[config.mk]
export PLATFORM = sky130hd
export DESIGN_NAME = sbsrq_top
export DESIGN_NICKNAME = d
export VERILOG_FILES = /design/src/rtl/sbsrq_pkg.sv /design/src/rtl/sbsrq_event_reg.sv /design/src/rtl/sbsrq_status_asm.sv /design/src/rtl/sbsrq_req_latch.sv /design/src/rtl/sbsrq_top.sv
export SDC_FILE = /design/constraint.sdc
export NUM_CORES = 1
export LEC_CHECK = 0
export BUFFER_PORTS_ARGS = -buffer_cell sky130_fd_sc_hd__buf_2
export CORE_MARGIN = 4
export CORE_UTILIZATION = 44
export DETAILED_ROUTE_END_ITERATION = 8
export GPL_TIMING_DRIVEN = 0
export PLACE_DENSITY = 0.85
export SYNTH_ARGS = -nofsm -noshare
export SYNTH_HDL_FRONTEND = slang
export SYNTH_SLANG_ARGS = --single-unit
[constraint.sdc]
create_clock -name clk -period 1.6 [get_ports clk]
set_input_delay 0.32 -clock clk [delete_from_list [all_inputs] [get_ports clk]]
set_output_delay 0.32 -clock clk [all_outputs]
set_load 0.02 [all_outputs]
[src/rtl/sbsrq_pkg.sv]
package sbsrq_pkg;

    localparam int STB_W = 8;
    localparam int EVT_W = 8;

    localparam int POS_SHUT = 0;
    localparam int POS_NONE = 1;
    localparam int POS_ERRQ = 2;
    localparam int POS_QUES = 3;
    localparam int POS_MAV  = 4;
    localparam int POS_ESB  = 5;
    localparam int POS_MSS  = 6;
    localparam int POS_OPER = 7;

    localparam logic [STB_W-1:0] MSS_BIT = STB_W'(1) << POS_MSS;

    typedef struct packed {
        logic oper;
        logic ques;
        logic mav;
        logic errq;
        logic shut;
    } cond_t;

    typedef enum logic [1:0] {
        REQ_HOLD  = 2'd0,
        REQ_SET   = 2'd1,
        REQ_DROP  = 2'd2
    } req_op_e;

    // Mask value as stored: the summary position cannot be enabled.
    function automatic logic [STB_W-1:0] sanitize_sre(input logic [STB_W-1:0] d);
        return d & ~MSS_BIT;
    endfunction

    // Status byte without the summary position.
    function automatic logic [STB_W-1:0] pack_status(input cond_t c, input logic esb);
        logic [STB_W-1:0] b;
        b           = '0;
        b[POS_OPER] = c.oper;
        b[POS_ESB]  = esb;
        b[POS_MAV]  = c.mav;
        b[POS_QUES] = c.ques;
        b[POS_ERRQ] = c.errq;
        b[POS_NONE] = 1'b0;
        b[POS_SHUT] = c.shut;
        return b;
    endfunction

endpackage

[src/rtl/sbsrq_event_reg.sv]
module sbsrq_event_reg
    import sbsrq_pkg::*;
#(
    parameter int W = EVT_W
) (
    input  logic         clk,
    input  logic         rst,
    input  logic [W-1:0] pulse,
    input  logic         rd,
    input  logic         clr,
    input  logic         en_wr,
    input  logic [W-1:0] en_wdata,
    output logic [W-1:0] q,
    output logic         summary
);

    logic [W-1:0] en_q;

    always_ff @(posedge clk) begin
        if (rst) en_q <= '0;
        else if (en_wr) en_q <= en_wdata;
    end

    for (genvar i = 0; i < W; i++) begin : g_bit
        always_ff @(posedge clk) begin
            if (rst || clr)  q[i] <= 1'b0;
            else if (pulse[i]) q[i] <= 1'b1;
            else if (rd)     q[i] <= 1'b0;
        end
    end

    assign summary = |(q & en_q);

endmodule

[src/rtl/sbsrq_status_asm.sv]
module sbsrq_status_asm
    import sbsrq_pkg::*;
(
    input  cond_t            cond,
    input  logic             esb,
    input  logic [STB_W-1:0] sre_q,
    output logic [STB_W-1:0] base,
    output logic [STB_W-1:0] masked,
    output logic             mss
);

    always_comb begin
        base   = pack_status(cond, esb);
        masked = base & sre_q & ~MSS_BIT;
        mss    = |masked;
    end

endmodule

[src/rtl/sbsrq_req_latch.sv]
module sbsrq_req_latch
    import sbsrq_pkg::*;
(
    input  logic             clk,
    input  logic             rst,
    input  logic [STB_W-1:0] masked,
    input  logic             local_ctl,
    input  logic             poll,
    input  logic             clr,
    output logic             rqs
);

    logic [STB_W-1:0] hist_q;
    logic             rise;
    req_op_e          op;

    assign rise = |(masked & ~hist_q);

    always_comb begin
        if (clr)                     op = REQ_DROP;
        else if (rise && !local_ctl) op = REQ_SET;
        else if (poll)               op = REQ_DROP;
        else                         op = REQ_HOLD;
    end

    always_ff @(posedge clk) begin
        if (rst) begin
            hist_q <= '0;
            rqs    <= 1'b0;
        end else begin
            hist_q <= masked;
            case (op)
                REQ_SET:  rqs <= 1'b1;
                REQ_DROP: rqs <= 1'b0;
                default:  rqs <= rqs;
            endcase
        end
    end

endmodule

[src/rtl/sbsrq_top.sv]
module sbsrq_top
    import sbsrq_pkg::*;
(
    input  logic       clk,
    input  logic       rst,
    input  logic       oper_sum,
    input  logic       ques_sum,
    input  logic       msg_avail,
    input  logic       errq_nonempty,
    input  logic       shutdown,
    input  logic [7:0] evt_pulse,
    input  logic       esr_rd,
    input  logic       sre_wr,
    input  logic [7:0] sre_wdata,
    input  logic       ese_wr,
    input  logic [7:0] ese_wdata,
    input  logic       clr_status,
    input  logic       poll_strobe,
    input  logic       local_ctl,
    output logic [7:0] stb_rd,
    output logic [7:0] poll_byte,
    output logic [7:0] esr_q,
    output logic       srq
);

    cond_t            cond;
    logic [STB_W-1:0] sre_q;
    logic [STB_W-1:0] base_w;
    logic [STB_W-1:0] masked_w;
    logic             mss_w;
    logic             esb_w;
    logic             rqs_w;

    assign cond = '{oper: oper_sum, ques: ques_sum, mav: msg_avail,
                    errq: errq_nonempty, shut: shutdown};

    always_ff @(posedge clk) begin
        if (rst) sre_q <= '0;
        else if (sre_wr) sre_q <= sanitize_sre(sre_wdata);
    end

    sbsrq_event_reg #(.W(EVT_W)) u_evt (
        .clk      (clk),
        .rst      (rst),
        .pulse    (evt_pulse),
        .rd       (esr_rd),
        .clr      (clr_status),
        .en_wr    (ese_wr),
        .en_wdata (ese_wdata),
        .q        (esr_q),
        .summary  (esb_w)
    );

    sbsrq_status_asm u_asm (
        .cond   (cond),
        .esb    (esb_w),
        .sre_q  (sre_q),
        .base   (base_w),
        .masked (masked_w),
        .mss    (mss_w)
    );

    sbsrq_req_latch u_req (
        .clk       (clk),
        .rst       (rst),
        .masked    (masked_w),
        .local_ctl (local_ctl),
        .poll      (poll_strobe),
        .clr       (clr_status),
        .rqs       (rqs_w)
    );

    always_comb begin
        stb_rd             = base_w;
        stb_rd[POS_MSS]    = mss_w;
        poll_byte          = base_w;
        poll_byte[POS_MSS] = rqs_w;
    end

    assign srq = rqs_w & ~local_ctl;

endmodule

# Word-level counts from Yosys, hierarchy flattened
# Cells that the tools add are included.
[word_totals]
ff_bits = 32
word_cells = 49
[classes]
n_eq_ne = 2
bitwise = 6
n_mux = 13
n_reduce_logical = 15
[op_table]
columns = ["cell", "count"]
rows = [
  ["AND 8 bit", 3],
  ["nonzero test 2 bit", 9],
  ["OR reduction 8 bit", 2],
  ["two-way mux 1 bit", 9],
  ["inverter 8 bit", 1],
  ["OR reduction 7 bit", 1],
  ["two-way mux 2 bit", 3],
  ["equality test 2 x 1 -> 1 bit, second input constant", 1],
  ["equality test 2 bit, second input constant", 1],
  ["one-hot mux 1 bit (2 select lines)", 1],
  ["AND 1 bit", 1],
  ["logical AND 1 bit", 1],
  ["logical NOT 1 bit", 1],
  ["logical OR 1 bit", 1],
  ["inverter 1 bit", 1],
]

# Longest topological paths before layout
# Gate-level depths: netlist (run 1).
[depth]
ltp_word = 10
ltp_mapped = 8
depth_no_buf = 8

# Cells and area by module
# Synthesis (run 1) repeated with hierarchy kept, for this count alone.
[unflattened]
hier_cells = 155
area_unflattened_um2 = 1450.1
[modules_own_cells]
columns = ["module", "cells_each", "area_per_inst_um2", "instances"]
rows = [
  ["sbsrq_event_reg", 65, 650.6, 1],
  ["sbsrq_req_latch", 37, 327.8, 1],
  ["sbsrq_top", 33, 325.3, 1],
  ["sbsrq_status_asm", 20, 146.4, 1],
]

# Worst setup path before layout (run 1)
# Ideal clock, no wire load.
[synth_timing]
path_kind = "register to register"
start = "register u_evt.q[4]"
end = "register u_req.rqs"
path_slack_ps = -30
path_stages_with_launch = 9
period_less_slack_ps = 1630
required_ps = 1472
arrival_ps = 1503
path_buffers = 0
cell_sequence = "dfxtp_1 a22oi_2 a41o_1 nor2_2 o21ai_2 ha_1 nor2_1 a21oi_1 nor2_1"
[synth_between]
elab_chain_cells = 10
[synth_lines]
columns = ["element", "line", "text"]
rows = [
  ["from (decl)", "sbsrq_event_reg.sv:13", "output logic [W-1:0] q,"],
  ["from (signal, indexed assignment)", "sbsrq_event_reg.sv:26", "if (rst || clr) q[i] <= 1'b0;"],
  ["from (signal, indexed assignment)", "sbsrq_event_reg.sv:27", "else if (pulse[i]) q[i] <= 1'b1;"],
  ["from (signal, indexed assignment)", "sbsrq_event_reg.sv:28", "else if (rd) q[i] <= 1'b0;"],
  ["AND 8 bit (*)", "sbsrq_event_reg.sv:32", "assign summary = |(q & en_q);"],
  ["OR reduction 8 bit (*)", "sbsrq_event_reg.sv:32", ""],
  ["AND 8 bit (*)", "sbsrq_status_asm.sv:14", "masked = base & sre_q & ~MSS_BIT;"],
  ["AND 8 bit (*)", "sbsrq_req_latch.sv:17", "assign rise = |(masked & ~hist_q);"],
  ["OR reduction 8 bit (*)", "sbsrq_req_latch.sv:17", ""],
  ["logical AND 1 bit (*)", "sbsrq_req_latch.sv:21", "else if (rise && !local_ctl) op = REQ_SET;"],
  ["two-way mux 2 bit (*)", "sbsrq_req_latch.sv:21", ""],
  ["two-way mux 2 bit (*)", "sbsrq_req_latch.sv:20", "if (clr) op = REQ_DROP;"],
  ["equality test 2 bit / equality test 2 x 1 -> 1 bit (equally long branches)", "sbsrq_req_latch.sv:32", "case (op)"],
  ["one-hot mux 1 bit (2 select lines) / nonzero test 2 bit (equally long branches)", "-", ""],
  ["to (signal assigned)", "sbsrq_req_latch.sv:35", "default: rqs <= rqs;"],
  ["to (decl)", "sbsrq_req_latch.sv:10", "output logic rqs"],
]
# Every way passes the cells marked *; elsewhere a longest branch is shown, timed or not.
# A chain may end at the register's enable or synchronous reset.

# Worst setup path after layout (run 1)
[layout_timing]
start = "register u_evt.en_q[2]"
end = "output stb_rd[5]"
[layout_between]
elab_chain_cells = 2
[layout_lines]
columns = ["element", "line", "text"]
rows = [
  ["from (decl)", "sbsrq_event_reg.sv:17", "logic [W-1:0] en_q;"],
  ["from (signal assigned)", "sbsrq_event_reg.sv:21", "else if (en_wr) en_q <= en_wdata;"],
  ["AND 8 bit", "sbsrq_event_reg.sv:32", ""],
  ["OR reduction 8 bit", "sbsrq_event_reg.sv:32", ""],
  ["to (decl)", "sbsrq_top.sv:20", "output logic [7:0] stb_rd,"],
]
# Every way passes these cells.

==> results.md, run 1 <==
* Status: complete, but fails checks
* Failing checks: negative setup slack
* Fillers at 234
* Crit path cell chain: a22oi_2, buf_4, nand4_1, buf_4, buf_6
* Setup crit start kind: flip-flop
* Clock sink total at 29
* Fin. Hold Viols at 0
* Io pins at 62
* Largest delay share family, worst path: buffers and inverters
* Root buffer cell: clkbuf_4
* Initial antenna violation count at 0
* Synth warn at 0
* Worst min path class: primary input to flip-flop
* CTS Buf Count at 5
* Total number of vias at 1099
* Clock Latency Late Sink at 0.32 ns
* Core area at 2570 um2
* Drt first pass iters at 4
* N_diodes at 0
* Syn Inst Count at 132
* Initial DRC count at 48
* Vias in the first global route at 1024
* CP max-delay cell: dfxtp_2
* Synth cell types at 24
* Setup ws final at -0.121 ns
* Crit Path Class: flip-flop to primary output
* Fin crit share at 108%
* Nets at 236
* CP arrival at 1.40 ns
* WL/cell at 11.7 um
* Placement Rows at 18
* Fin Hold WS at 0.201 ns
* Area occupied by registers at 594 um2
* DRC Markers at 0
* Die Height at 60.9 um
* Placed Instances at 218
* Global route overflow at 0
* Max_cap viols at 0
* Unrepaired setup endpoints after global routing: true
* Clock buffer depth at 2
* R2r worst-path depth at 9
* Cell mode on critical path: buf_4
* RePlAce Congestion at 0.778
* Crit-path max FO at 2
* Wire length of the first global-routing pass at 4130 um
* WHS Path Cells at 3
* Area of the multi-input gates at 514 um2
* Max Fclk at 0.581 GHz
* Area leader, netlist: dfxtp_1
* IR drop worst, VDD at 0.000643 V
* Critical path buffer and inverter count at 3
* PwrDens at 911 nW/um2
* Vias per cell at 4.82
* I/O Buffers at 55
* Syn avg cell area at 9.33 um2
* Sequential area share after synthesis at 47.2%
* Levels on crit path at 5
* Cell Area, Synth at 1230 um2
* Top cell type's share of synthesized area at 47.2%
* Post-layout min period at 1.72 ns
* Drt total wl at 2670 um
* Setup violations, final at 4
* Area Growth Syn to Fin at 35.4%
* CP endpoint kind: primary output
* Post-synthesis register bit count at 29
* H-Tree Depth at 2
* Synth area leaders: dfxtp_1, mux2i_1, buf_4
* ANT nets after route at 0
* Hold Buf Count CTS at 0
* GRT Resource Usage Total at 15.3%
* Largest net degree at the start of global routing at 11
* Slew Viols, Final at 0
* Final HPWL DP at 2080 um
* Die ar. at 3710 um2
* Layout cell share with drive strength beyond 1 at 51.5%
* Worst path max stage delay at 0.33 ns
* CTS tree: built
* Starting Density at 48.0%
* Clock-pin slew on the worst setup and hold paths at 0.08 ns
* Die W at 60.9 um
* Leakage at 0.864 nW
* Clk_skew at 0.00560 ns
* Worst EP required at 1.28 ns
* Non-filler cells, final at 228
-- cell families after synthesis --
family                     synth area share (%)
adders and majority gates                  1.02
AOI/OAI and AO/OA                          12.7
muxes                                      11.4
and+or+nand+nor                            15.3
other                                     0.305
DFF                                        47.2
buffers and inverters                      12.1
-- placed cells by master, fill, tap and decap left out, types with 2 or more instances in the layout --
cell / netlist / routed
buf_6: 0 / 3
clkbuf_1: 3 / 4
buf_2: 2 / 54
clkbuf_4: 0 / 5
conb_1: 1 / 2
dfxtp_1: 29 / 18
dfxtp_2: 0 / 11
a21oi_1: 10 / 9
inv_1: 2 / 2
nor2_1: 31 / 31
buf_4: 16 / 19
nand2_1: 6 / 6
mux2i_1: 14 / 14
a22oi_2: 3 / 3
nand4_1: 2 / 2
o21ai_2: 2 / 2
-- layer usage --
layer  share of wire [%]  global-route usage, %  routed length, um  vias up
met2                  46                   26.0               1210       53
li1                    -                      -                  -      558
met5                   0                      0                  0        -
met4                 1.7                   7.43                 46        0
met1                  42                   17.1               1110      480
met3                  11                   5.32                298        8
-- stage by stage --
| step | utilization [%] | setup slack, ns | cell area, um2 | power [mW] | TNS, ns |
|---|---|---|---|---|---|
| after floorplan | - | 0.00290 | 1240 | 0.980 | 0 |
| after global placement | 60.4 | 0.0466 | 1550 | 1.07 | 0 |
| after detailed placement | 60.4 | 0.00436 | 1550 | 1.08 | 0 |
| after CTS | 64.4 | -0.114 | 1650 | 1.52 | -0.335 |
| after global routing | 64.9 | -0.208 | 1670 | 1.59 | -0.786 |
| final | 64.9 | -0.121 | 1670 | 1.52 | -0.380 |
-- Yosys cell counts --
cell type	n
inv_1	2
dfxtp_1	29
a22oi_2	3
nand3b_1	1
mux2i_1	14
o221a_2	1
or2_1	1
o21ai_2	2
ha_1	1
buf_4	16
nand4_1	2
a22oi_4	1
clkbuf_1	3
and3_1	1
conb_1	1
buf_2	2
a41o_1	1
nor2b_1	1
a21oi_1	10
nor2_2	1
o22a_1	1
nand3_1	1
nand2_1	6
nor2_1	31
-- path summary, 6_finish.rpt --
path                     endpoint  slack (ns)          start
hold reg to reg   u_req.hist_q[3]        0.48       sre_q[3]
setup / recovery        stb_rd[5]       -0.12  u_evt.en_q[2]
setup reg to reg        u_req.rqs       -0.04     u_evt.q[2]
hold / removal         u_evt.q[3]        0.20   evt_pulse[3]
-- final cells by class --
type	instances	share of cell area [%]
well taps	30	2.25
clock buffers	7	3.30
repair buffers	59	19.4
multi-input cells	81	30.9
inverters	2	0.450
flip-flops and latches	29	35.7
plain buffers	20	8.03
-- power by group --
| part | internal [mW] | switching [mW] | leakage [nW] | total (mW) |
|---|---|---|---|---|
| Sequential | 0.760 | 0.0240 | 0.242 | 0.784 |
| Combinational | 0.145 | 0.150 | 0.590 | 0.295 |
| Clock | 0.207 | 0.232 | 0.0314 | 0.439 |
-- what timing repair did --
action,4_1_cts,5_1_grt
endpoints found under the setup margin,3,4
resized for setup,14,2
setup buffers,3,1
pin swaps,5,2
-- sequential cells by signal (all words and copies together) (netlist names) --
signal        cells
u_evt.en_q        8
u_req.rqs         1
sre_q             6
u_evt.q           8
u_req.hist_q      6
-- worst reg2reg max path: stages, from the launching register on --
cell     delay [ns]
dfxtp_2        0.35
a22oi_2        0.08
a41o_1         0.26
buf_4          0.15
nor2_4         0.10
o21ai_2        0.07
ha_1           0.31
nor2_1         0.06
a21oi_2        0.09
nor2_1         0.04
Note: power is estimated with default switching activity, not from simulation.
==> inputs of run 2 (changes only) <==
Settings changed: PLACE_DENSITY 0.85 to 0.86.
==> results.md, run 2 (synthesized netlist as in run 1, its figures left out) <==
* Die Height at 60.9 um
* Worst min path class: primary input to flip-flop
* Clock Latency Late Sink at 0.31 ns
* N_diodes at 0
* Max Fclk at 0.584 GHz
* Slew Viols, Final at 0
* Final HPWL DP at 2070 um
* CTS Buf Count at 5
* Initial DRC count at 15
* Clock sink total at 29
* Post-layout min period at 1.71 ns
* RePlAce Congestion at 0.709
* Largest regs: u_evt.en_q (8), u_evt.q (8)
* IR drop worst, VDD at 0.000602 V
* Design Area, Final at 1680 um2
* Core Util, Final at 65.3%
* Nets at 237
* GRT Resource Usage Total at 15.4%
* Layout cell share with drive strength beyond 1 at 51.3%
* Vias in the first global route at 1097
* CTS tree: built
* Placed Instance Area at 1550 um2
* CP arrival at 1.39 ns
* Wire length of the first global-routing pass at 4240 um
* Fin crit share at 107%
* I/O Buffers at 55
* Leakage at 0.870 nW
* Die ar. at 3710 um2
* ANT nets after route at 0
* Total number of vias at 1093
* Largest net degree at the start of global routing at 11
* Failing checks: negative setup slack
* Placement Rows at 18
* Die W at 60.9 um
* Worst EP required at 1.28 ns
* Drt first pass iters at 4
* WL/cell at 11.2 um
* Vias per cell at 4.77
* Crit-path max FO at 2
* H-Tree Depth at 2
* Most frequent cells in the layout: buf_2, nor2_1, buf_4, dfxtp_1, mux2i_1
* Critical Path Source: u_evt.en_q[2]
* Setup ws final at -0.111 ns
* Initial antenna violation count at 0
* Unrepaired setup endpoints after global routing: true
* Most common cell after layout, fill and taps aside: buf_2
* Crit Path Class: flip-flop to primary output
* Fin. Hold Viols at 0
* Starting Density at 48.0%
* PwrDens at 899 nW/um2
* CP endpoint kind: primary output
* Worst Hold Launch: evt_pulse[2]
* DRC Markers at 0
* Root buffer cell: clkbuf_4
* Clock-pin slew on the worst setup and hold paths at 0.08 ns
* Drt total wl at 2560 um
* Max_cap viols at 0
* R2R Path Start: u_evt.q[6]
* Clock buffer depth at 2
* Hold Buf Count CTS at 0
* Setup crit start kind: flip-flop
* Area Growth Syn to Fin at 36.2%
* Clk_skew at 0.00486 ns
* Status: complete, but fails checks
* Setup violations, final at 4
* Core area at 2570 um2
* Io pins at 62
* Global route overflow at 0
* Setup TNS at -0.308 ns
## run 2: changes by cell type in the layout (fill, tap and decap cells not counted), sizes merged
cell	previous run	this run
buf	76	77
## run 2: per-stage QoR
stage                     setup WS [ns]  hold slack (ns)  total power [mW]  cells
after floorplan                 0.00290            0.392             0.980    133
after global placement           0.0461            0.470              1.07    218
after detailed placement         0.0368            0.482              1.08    218
after CTS                        -0.134            0.205              1.52    228
after global routing             -0.217            0.197              1.59    229
final                            -0.111            0.213              1.51    229
## run 2: path summary, 6_finish.rpt
kind         cells past startpoint              end  slack, ns
min reg2reg                      2  u_req.hist_q[2]       0.49
max                              5     poll_byte[5]      -0.11
min                              3       u_evt.q[2]       0.21
max reg2reg                      9        u_req.rqs      -0.01
## run 2: timing repair
action,in CTS,in global routing
pin swaps,3,3
setup buffers,4,1
gates resized for setup,14,2
gates cloned,0,0
setup endpoints to repair,3,4
## run 2: metal layers
metal / part of all wire, % / routed length [um] / up-vias / global-route usage (%)
met1: 41 / 1060 / 483 / 16.6
met5: 0 / 0 / - / 0
met2: 46 / 1190 / 51 / 28.1
met3: 11 / 287 / 3 / 5.53
met4: 0.98 / 25 / 0 / 4.64
li1: - / - / 556 / -
## run 2: area by class of cell
cell class,count,area (um2)
fillers,233,891
flip-flops and latches,29,593
multi-input cells,81,514
repair buffers,60,335
plain buffers,20,134
clock buffers,7,55.1
well taps,30,37.5
inverters,2,7.51
## run 2: worst max-delay path: stages (launching register included)
cell     delay (ns)
dfxtp_2        0.33
a22oi_2        0.21
buf_4          0.14
nand4_1        0.12
buf_4          0.16
buf_6          0.12
## run 2: power by group
part	internal, mW	switching [mW]	total (mW)	leakage, nW
Sequential	0.760	0.0242	0.784	0.242
Combinational	0.146	0.147	0.293	0.596
Clock	0.207	0.224	0.431	0.0314
